===== src/rtl/skp_seq_pkg.sv =====
package skp_seq_pkg;
  localparam int TGT_W = 10;
  localparam int PAT_W = 22;
  localparam int OP_W  = TGT_W + PAT_W;

  typedef struct packed {
    logic [PAT_W-1:0] pat;
    logic [TGT_W-1:0] tgt;
  } skp_op_t;
endpackage


===== src/rtl/skp_window_scan.sv =====
// Counts the leading run of set bits (from bit 0) inside one evaluation window.
module skp_window_scan #(
  parameter int WIN = 8
) (
  input  logic [WIN-1:0]             win_i,
  output logic [$clog2(WIN+1)-1:0]   run_o,
  output logic                       full_o
);
  localparam int CW = $clog2(WIN+1);

  always_comb begin
    logic chain;
    chain = 1'b1;
    run_o = '0;
    for (int i = 0; i < WIN; i++) begin
      chain = chain & win_i[i];
      run_o = run_o + CW'(chain);
    end
    full_o = chain;
  end
endmodule


===== src/rtl/skp_reload_timer.sv =====
// Counts the stall cycles spent fetching the next window after a full one.
module skp_reload_timer #(
  parameter int CYC = 2
) (
  input  logic clk,
  input  logic rst_n,
  input  logic start_i,
  input  logic abort_i,
  output logic busy_o,
  output logic done_o
);
  localparam int CNT_W = $clog2(CYC+1);

  logic [CNT_W-1:0] cnt_q;

  always_ff @(posedge clk) begin
    if (!rst_n)              cnt_q <= '0;
    else if (start_i)        cnt_q <= CNT_W'(CYC);
    else if (abort_i)        cnt_q <= '0;
    else if (cnt_q != '0)    cnt_q <= cnt_q - CNT_W'(1);
  end

  assign busy_o = (cnt_q != '0);
  assign done_o = (cnt_q == CNT_W'(1));

  AST_RELOAD_CONTINUES: assert property (@(posedge clk) disable iff (!rst_n)
    (busy_o && !done_o && !start_i && !abort_i) |=> busy_o);
endmodule


===== src/rtl/skip_seq.sv =====
module skip_seq
  import skp_seq_pkg::*;
#(
  parameter int PC_W       = 20,
  parameter int WIN        = 8,
  parameter int RELOAD_CYC = 2
) (
  input  logic                     clk,
  input  logic                     rst_n,
  input  logic                     load_i,
  input  logic [OP_W-1:0]          operand_i,
  input  logic                     branch_i,
  input  logic [PC_W-1:0]          branch_addr_i,
  input  logic                     adv_i,
  input  logic                     stream_mode_i,
  output logic [PC_W-1:0]          fetch_addr_o,
  output logic                     cancel_o,
  output logic                     stall_o,
  output logic                     valid_o,
  output logic [$clog2(WIN+1)-1:0] dropped_o
);
  localparam int DW = $clog2(WIN+1);

  skp_op_t op;
  assign op = skp_op_t'(operand_i);

  logic [PC_W-1:0]  pc_q, pc_d, base_pc;
  logic [PAT_W-1:0] pat_q, pat_d, base_pat;
  logic             stream_q, stream_d;
  logic [DW-1:0]    drop_q, drop_d;
  logic             resolve, reload_start, redirect;
  logic [DW-1:0]    run;
  logic             full;
  logic             busy, done;
  logic             slot_skipped;

  // Pick the base state for this cycle's update.
  always_comb begin
    base_pc  = pc_q;
    base_pat = pat_q;
    stream_d = stream_q;
    resolve  = 1'b0;
    if (load_i) begin
      base_pc  = PC_W'(op.tgt);
      base_pat = op.pat;
      stream_d = stream_mode_i;
      resolve  = !stream_mode_i;
    end else if (branch_i) begin
      base_pc  = branch_addr_i;
      base_pat = '0;
      stream_d = stream_mode_i;
    end else if (busy) begin
      resolve  = done;
    end else if (adv_i) begin
      base_pc  = pc_q + PC_W'(1);
      base_pat = pat_q >> 1;
      resolve  = !stream_q;
    end
  end

  skp_window_scan #(.WIN(WIN)) scan_i (
    .win_i  (base_pat[WIN-1:0]),
    .run_o  (run),
    .full_o (full)
  );

  // Local mode: hop over the leading skips inside the window.
  always_comb begin
    pc_d         = base_pc;
    pat_d        = base_pat;
    drop_d       = '0;
    reload_start = 1'b0;
    if (resolve) begin
      if (full) begin
        pc_d         = base_pc + PC_W'(WIN);
        pat_d        = base_pat >> WIN;
        drop_d       = DW'(WIN);
        reload_start = 1'b1;
      end else begin
        pc_d   = base_pc + PC_W'(run);
        pat_d  = base_pat >> run;
        drop_d = run;
      end
    end
  end

  assign redirect = load_i | branch_i;

  skp_reload_timer #(.CYC(RELOAD_CYC)) timer_i (
    .clk     (clk),
    .rst_n   (rst_n),
    .start_i (reload_start),
    .abort_i (redirect),
    .busy_o  (busy),
    .done_o  (done)
  );

  always_ff @(posedge clk) begin
    if (!rst_n) begin
      pc_q     <= '0;
      pat_q    <= '0;
      stream_q <= 1'b0;
      drop_q   <= '0;
    end else begin
      pc_q     <= pc_d;
      pat_q    <= pat_d;
      stream_q <= stream_d;
      drop_q   <= drop_d;
    end
  end

  assign slot_skipped = pat_q[0];
  assign fetch_addr_o = pc_q;
  assign valid_o      = |pat_q;
  assign cancel_o     = stream_q & slot_skipped;
  assign stall_o      = busy;
  assign dropped_o    = drop_q;

  AST_LOAD_TARGET: assert property (@(posedge clk) disable iff (!rst_n)
    (load_i && stream_mode_i) |=> (fetch_addr_o == PC_W'($past(operand_i[TGT_W-1:0]))));
  AST_LOCAL_ON_EXEC: assert property (@(posedge clk) disable iff (!rst_n)
    (!stream_q && !busy) |-> !slot_skipped);
  AST_STALL_LOCAL_ONLY: assert property (@(posedge clk) disable iff (!rst_n)
    stall_o |-> !stream_q);
  AST_STREAM_STEP: assert property (@(posedge clk) disable iff (!rst_n)
    (stream_q && adv_i && !load_i && !branch_i) |=> (fetch_addr_o == $past(fetch_addr_o) + PC_W'(1)));
  AST_BRANCH_CLEARS: assert property (@(posedge clk) disable iff (!rst_n)
    (branch_i && !load_i) |=> (!valid_o && !stall_o && fetch_addr_o == $past(branch_addr_i)));
  AST_LOAD_REPLACES: assert property (@(posedge clk) disable iff (!rst_n)
    (load_i && stream_mode_i) |=> (valid_o == ($past(operand_i[OP_W-1:TGT_W]) != '0)));
  AST_NO_DROP_STREAM: assert property (@(posedge clk) disable iff (!rst_n)
    stream_q |-> (dropped_o == '0));
  AST_STALL_HOLDS: assert property (@(posedge clk) disable iff (!rst_n)
    (stall_o && !done && !load_i && !branch_i) |=> $stable(fetch_addr_o));
endmodule


===== config.mk =====
export PLATFORM = sky130hd
export DESIGN_NAME = skip_seq
export DESIGN_NICKNAME = d
export VERILOG_FILES = /design/src/rtl/skp_seq_pkg.sv /design/src/rtl/skp_window_scan.sv /design/src/rtl/skp_reload_timer.sv /design/src/rtl/skip_seq.sv
export SDC_FILE = /design/constraint.sdc
export NUM_CORES = 1
export LEC_CHECK = 0
export BUFFER_PORTS_ARGS = -buffer_cell sky130_fd_sc_hd__buf_4
export CAP_MARGIN = 20
export CELL_PAD_IN_SITES_DETAIL_PLACEMENT = 1
export CELL_PAD_IN_SITES_GLOBAL_PLACEMENT = 1
export CORE_UTILIZATION = 42
export DETAILED_ROUTE_END_ITERATION = 8
export PLACE_DENSITY_LB_ADDON = 0.1
export SYNTH_ARGS = -nofsm -noshare
export SYNTH_HDL_FRONTEND = slang
export SYNTH_SLANG_ARGS = --single-unit

===== constraint.sdc =====
create_clock -name clk -period 11.45 [get_ports clk]
set_input_delay 2.29 -clock clk [delete_from_list [all_inputs] [get_ports clk]]
set_output_delay 2.29 -clock clk [all_outputs]
set_load 0.02 [all_outputs]

Word level (Yosys, flattened, before mapping)
Cells that the tools add are included.
{ "totals": {"ff_bits": 49, "elab_cells": 64, "input_bits": 58, "output_inout_bits": 27} }
{ "op_classes": {"n_eq_ne": 1, "muxes": 24, "reduce_logical": 9, "n_bitwise": 11, "shift": 1, "addsub": 11} }
{ "ops": {"columns": ["op", "n"], "rows": [
  ["$mux W22", 6],
  ["$mux W20", 6],
  ["$add A4 B1 Y4", 6],
  ["$reduce_or A22 Y1", 1],
  ["$shr A22 B4 Y22", 1],
  ["$add A20 B1 Y20 const B", 1],
  ["$add A20 B4 Y20", 1],
  ["$add A20 B4 Y20 const B", 1],
  ["$and A1 B1 Y1", 8],
  ["$mux W1", 8],
  ["$mux W2", 3],
  ["$reduce_or A3 Y1", 2],
  ["$mux W4", 1],
  ["$reduce_bool A2 Y1", 2],
  ["$reduce_bool A3 Y1", 1],
  ["$add A1 B1 Y2", 1],
  ["$eq A2 B1 Y1 const B", 1],
  ["$logic_not A1 Y1", 2],
  ["$not A1 Y1", 2],
  ["$reduce_and A2 Y1", 1],
  ["$sub A2 B1 Y2 const B", 1],
  ["$or A1 B1 Y1", 1]
]} }

Longest topological paths before layout
{ "depth": {"depth_word": 15, "depth_mapped": 28, "depth_no_buf": 22} }

Modules after synthesis
Synthesis repeated with hierarchy kept, for this count alone.
{ "unflattened": {"cells_unflattened": 589, "area_unflattened_um2": 4660.7} }
{ "by_module_without_submodules": {"columns": ["module", "area_each_um2", "n_inst", "seq_area_each_um2", "cells_per_inst"], "rows": [
  ["skip_seq", 4340.4, 1, 940.9, 553],
  ["skp_window_scan", 234.0, 1, 0.0, 27],
  ["skp_reload_timer", 86.3, 1, 40.0, 9]
]} }

Worst setup path after synthesis
Ideal clock, no wire load.
{ "synth_path": {"path_kind": "input to register", "startpoint": "input port adv_i", "endpoint": "register pc_q[19], in the netlist fetch_addr_o[19]", "path_stages": 25, "setup_ns": 0.070, "required_ns": 11.380, "arrival_time_ns": 8.803, "n_path_buf": 4, "setup_slack_ns": 2.577, "path_cell_list": "nor3b_2 -> mux2_2 -> a211oi_2 -> and4_4 -> buf_6 -> clkinv_4 -> nor2_1 -> inv_1 -> clkbuf_1 -> fa_1 -> fa_1 -> fa_1 -> fa_1 -> clkbuf_1 -> inv_1 -> clkbuf_1 -> ha_1 -> a21o_1 -> nand2_1 -> a221o_1 -> nand2_1 -> o211ai_1 -> a2111o_1 -> or4_1 -> a21oi_1"} }
{ "synth_between": {"elab_chain_cells": 15, "elab_cells_between_ends": 30, "classes_between": "add/sub (9); mux (14); bitwise (7)"} }
{ "synth_rtl": {"columns": ["element", "line", "source"], "rows": [
  ["start: declaration", "skip_seq.sv:14", "input logic adv_i,"],
  ["$mux W22 *", "skip_seq.sv:54", "end else if (adv_i) begin"],
  ["$mux W22 *", "skip_seq.sv:52", "end else if (busy) begin"],
  ["$mux W22 *", "skip_seq.sv:48", "end else if (branch_i) begin"],
  ["$mux W22 *", "skip_seq.sv:43", "if (load_i) begin"],
  ["$and A1 B1 Y1", "skp_window_scan.sv:16", "chain = chain & win_i[i];"],
  ["$add A1 B1 Y2 or $and A1 B1 Y1 (tied branches)", "skp_window_scan.sv:17, skp_window_scan.sv:16", null],
  ["$add A4 B1 Y4 or $and A1 B1 Y1 (tied branches) (5 in series)", "skp_window_scan.sv:17, skp_window_scan.sv:16", null],
  ["$add A4 B1 Y4 *", "skp_window_scan.sv:17", "run_o = run_o + CW'(chain);"],
  ["named net run[1]", "skip_seq.sv:32", "logic [DW-1:0] run;"],
  ["$add A20 B4 Y20 *", "skip_seq.sv:80", "pc_d = base_pc + PC_W'(run);"],
  ["$mux W20 *", "skip_seq.sv:74", "if (full) begin"],
  ["$mux W20 *", "skip_seq.sv:73", "if (resolve) begin"],
  ["end signal: assignment", "skip_seq.sv:105", "pc_q <= pc_d;"],
  ["end: declaration", "skip_seq.sv:27", "logic [PC_W-1:0] pc_q, pc_d, base_pc;"]
]} }
Mark *: on every way through the listed nets, which the timed path passes. The rest lies on a longest branch.
A chain may end at the register's enable or synchronous reset.

Worst setup path in the final report
{ "layout_path": {"startpoint": "input port load_i", "endpoint": "register pc_q[19], in the netlist fetch_addr_o[19]"} }
{ "layout_between": {"elab_chain_cells": 12, "elab_cells_between_ends": 21, "classes_between": "add/sub (9); mux (5); bitwise (7)"} }
{ "layout_rtl": {"columns": ["element", "line", "source"], "rows": [
  ["start: declaration", "skip_seq.sv:10", "input logic load_i,"],
  ["$mux W22", "skip_seq.sv:43", null],
  ["$and A1 B1 Y1", "skp_window_scan.sv:16", null],
  ["$add A1 B1 Y2 or $and A1 B1 Y1 (tied branches)", "skp_window_scan.sv:17, skp_window_scan.sv:16", null],
  ["$add A4 B1 Y4 or $and A1 B1 Y1 (tied branches) (5 in series)", "skp_window_scan.sv:17, skp_window_scan.sv:16", null],
  ["$add A4 B1 Y4", "skp_window_scan.sv:17", null],
  ["$add A20 B4 Y20", "skip_seq.sv:80", null],
  ["$mux W20", "skip_seq.sv:74", null],
  ["$mux W20 *", "skip_seq.sv:73", null]
]} }
Mark *: on every way between the ends. The rest lies on a longest branch, timed or not.

==> impl_metrics.tcl <==
set metrics [dict create \
    crit_fanout 65 \
    drv_cap 0 \
    fin_area_sq_um 5840 \
    crit_slowest_cell "fa_1" \
    hpwlAfterDp_um 15000 \
    die_area_sq_um 12400 \
    max_stage_delay_ns 0.60 \
    cts_root_buffer "clkbuf_16" \
    cts_setup_buffers 0 \
    worst-path-buf-inv 6 \
    outcome "complete, but fails checks" \
    fin_crit_sh 0.840 \
    crit_family "adder cells" \
    netlist_area_sq_um 5000 \
    worst_slew_pin_slew_ns 0.968 \
    antenna_found_initial 0 \
    num_vias 5670 \
    cts_buffers 5 \
    critPathMostFrequentCell "fa_1" \
    place_congestion 0.935 \
    yosys_warnings 0 \
    grt_max_degree 66 \
    endpoint_kind "flop" \
    async_reset_ff_frac 0 \
    io_pins 85 \
    ir_drop_mv 0.0562 \
    grt_pass1_vias 5899 \
    violations "DRC" \
    hold_class "reg -> reg" \
    top_usage_layer "met2" \
    use_met1 0.414 \
    slew_headroom 0.354 \
    synth_seq_cells 49 \
    remaining_drc_errors 18 \
    ctsLongestPathBuffers 2 \
    path_cells "buf_4, nand2_1, mux2_2, a211oi_2, and4_4, clkinv_4, nor2_1, buf_4, inv_1, fa_1, fa_1, fa_1, fa_1, buf_4, inv_1, ha_1, a21o_1, nand2_1, a221o_1, nand2_1, o211ai_1, a2111o_1, or4_1, a21oi_1" \
    post_dp_cell_area_sq_um 5690 \
    grt_overflow 0 \
    nNetsFinal 795 \
    antenna_left 0 \
    die_y_um 111 \
    fin_crit_ns 9.62 \
    critPathLaunchType "primary input" \
    synth.net_count 741 \
    finalSetupViolCount 0 \
    fill_cells 1456 \
    timing.final.hold_violations 0 \
    setup_tns_ns 0 \
    ctsResizeCount 0 \
    cp_data_arrival_time_ns 9.83 \
    synth_cell_types 82 \
    p_leak_uw 0.00231 \
    dieWidth_um 111 \
    met2_usage 0.565 \
    p_total_uw 542 \
    syn_inst 671 \
    p_per_area_nw_per_um2 92.8 \
    ys_seq_area_frac 0.196 \
    use_met3 0.0541 \
    cts_hold_buf 0 \
    drive_gt1_frac 0.191 \
    cts.clk_slew.worst_paths_ns 0.07 \
    wirelength_um 20200 \
    rsz0062_at_grt "no" \
    numPortBuffers 84 \
    final_common_cell "buf_4" \
    clk-insertion-delay-late_ns 0.31 \
    max_freq_mhz 104 \
    area_delta_synth_final_pct 16.8 \
    initial_core_util 0.434 \
    placementRows 39 \
    maxSlewViolCount 0 \
    synth_edf_count 0 \
    grt_usage 0.332 \
    dr.first_iter.drc_count 468 \
    coreArea_sq_um 11500 \
    synth_flop_cell "dfxtp_1" \
    crit_type "in -> reg" \
    post-route-util 0.507 \
    worstPathRequired_ns 11.66 \
    grt_pass1_wl_um 32100 \
    insertedDiodeCount 0 \
    synth.avg_cell_area_sq_um 7.45 \
    viasPerCell 6.52 \
    fin_skew_ns 0.00419 \
    cts_max_level 2 \
    cts_sinks 49 \
    cts_tree "yes" \
    reg2reg_slack_ns 3.52 \
    drtPass1Iterations 7 \
    wl_per_cell_um 23.2 \
    most-common-layout-cells "buf_4 (95), nand2_1 (93), nor2_1 (58)" \
]
-- synth_stat cells (all sizes together) (7+ instances only) --
master	count	area share
xnor2	15	0.026
buf	20	0.024
a21oi	36	0.038
o22ai	9	0.011
a211oi	12	0.019
or3	8	0.010
nand2	93	0.070
and3	8	0.010
a221oi	7	0.015
nor3b	16	0.025
inv	20	0.015
o21a	11	0.017
o31ai	9	0.014
a31oi	11	0.014
a21o	7	0.011
ha	7	0.018
and2	10	0.013
nand3	26	0.027
mux4	7	0.032
mux2i	26	0.052
nor2	58	0.044
nor4	9	0.017
dfxtp	49	0.20
o211ai	8	0.012
nor3	18	0.019
o21ai	38	0.040
nand4	10	0.013
clkbuf	28	0.021
-- per-layer routing --
layer	wire (um)	up-vias
li1	-	2611
met1	8660	2785
met2	9590	220
met3	1250	54
met4	700	0
met5	0	-
-- state kept, by name (all words and copies together) (netlist names) --
signal / cells
pat_q: 22
fetch_addr_o: 20
dropped_o: 4
timer_i.cnt_q: 2
stream_q: 1
-- worst min-delay path: cells and delay by family (launching register included) --
family,cells,cell delay [ns]
flip-flops,1,0.33
AND/OR/NAND/NOR,1,0.06
AO/OA/AOI/OAI,1,0.05
-- metrics by stage --
stage / std cells / hold WS (ns) / setup WS (ns)
after floorplan: 671 / 0.440 / 2.58
after global placement: 861 / 0.476 / 1.85
after detailed placement: 861 / 0.477 / 1.54
after CTS: 869 / 0.490 / 1.86
after global routing: 869 / 0.558 / 1.44
final: 869 / 0.492 / 1.83
-- area by class of cell --
type	count	area [sq um]	area share
multi-input cells	552	3730	0.639
flip-flops and latches	49	981	0.168
repair buffers	95	713	0.122
well taps	143	179	0.0306
clock buffers	5	125	0.0214
inverters	22	87.6	0.0150
clock inverters	3	21.3	0.00364
-- final timing paths --
kind	start	cells after the start	endpoint
setup / recovery	load_i	24	fetch_addr_o[19]
hold reg to reg	stream_q	2	stream_q
setup reg to reg	timer_i.cnt_q[1]	24	fetch_addr_o[19]
hold / removal	stream_q	2	stream_q
-- cell families after synthesis --
group,Yosys count,share of synthesized area
AOI/OAI and AO/OA,195,0.273
and+or+nand+nor,285,0.298
DFF,49,0.196
buffers and inverters,70,0.0620
xor gates and xnor gates,21,0.0368
muxes,38,0.0948
adders and majority gates,13,0.0395
-- where the power goes --
part / internal (uW) / switching (uW) / leakage [uW]
Sequential: 182 / 13.3 / 0.000403
Clock: 81.6 / 74.5 / 0.0000702
Combinational: 75.1 / 116 / 0.00183
No activity file was read; power rests on OpenSTA's default activity.
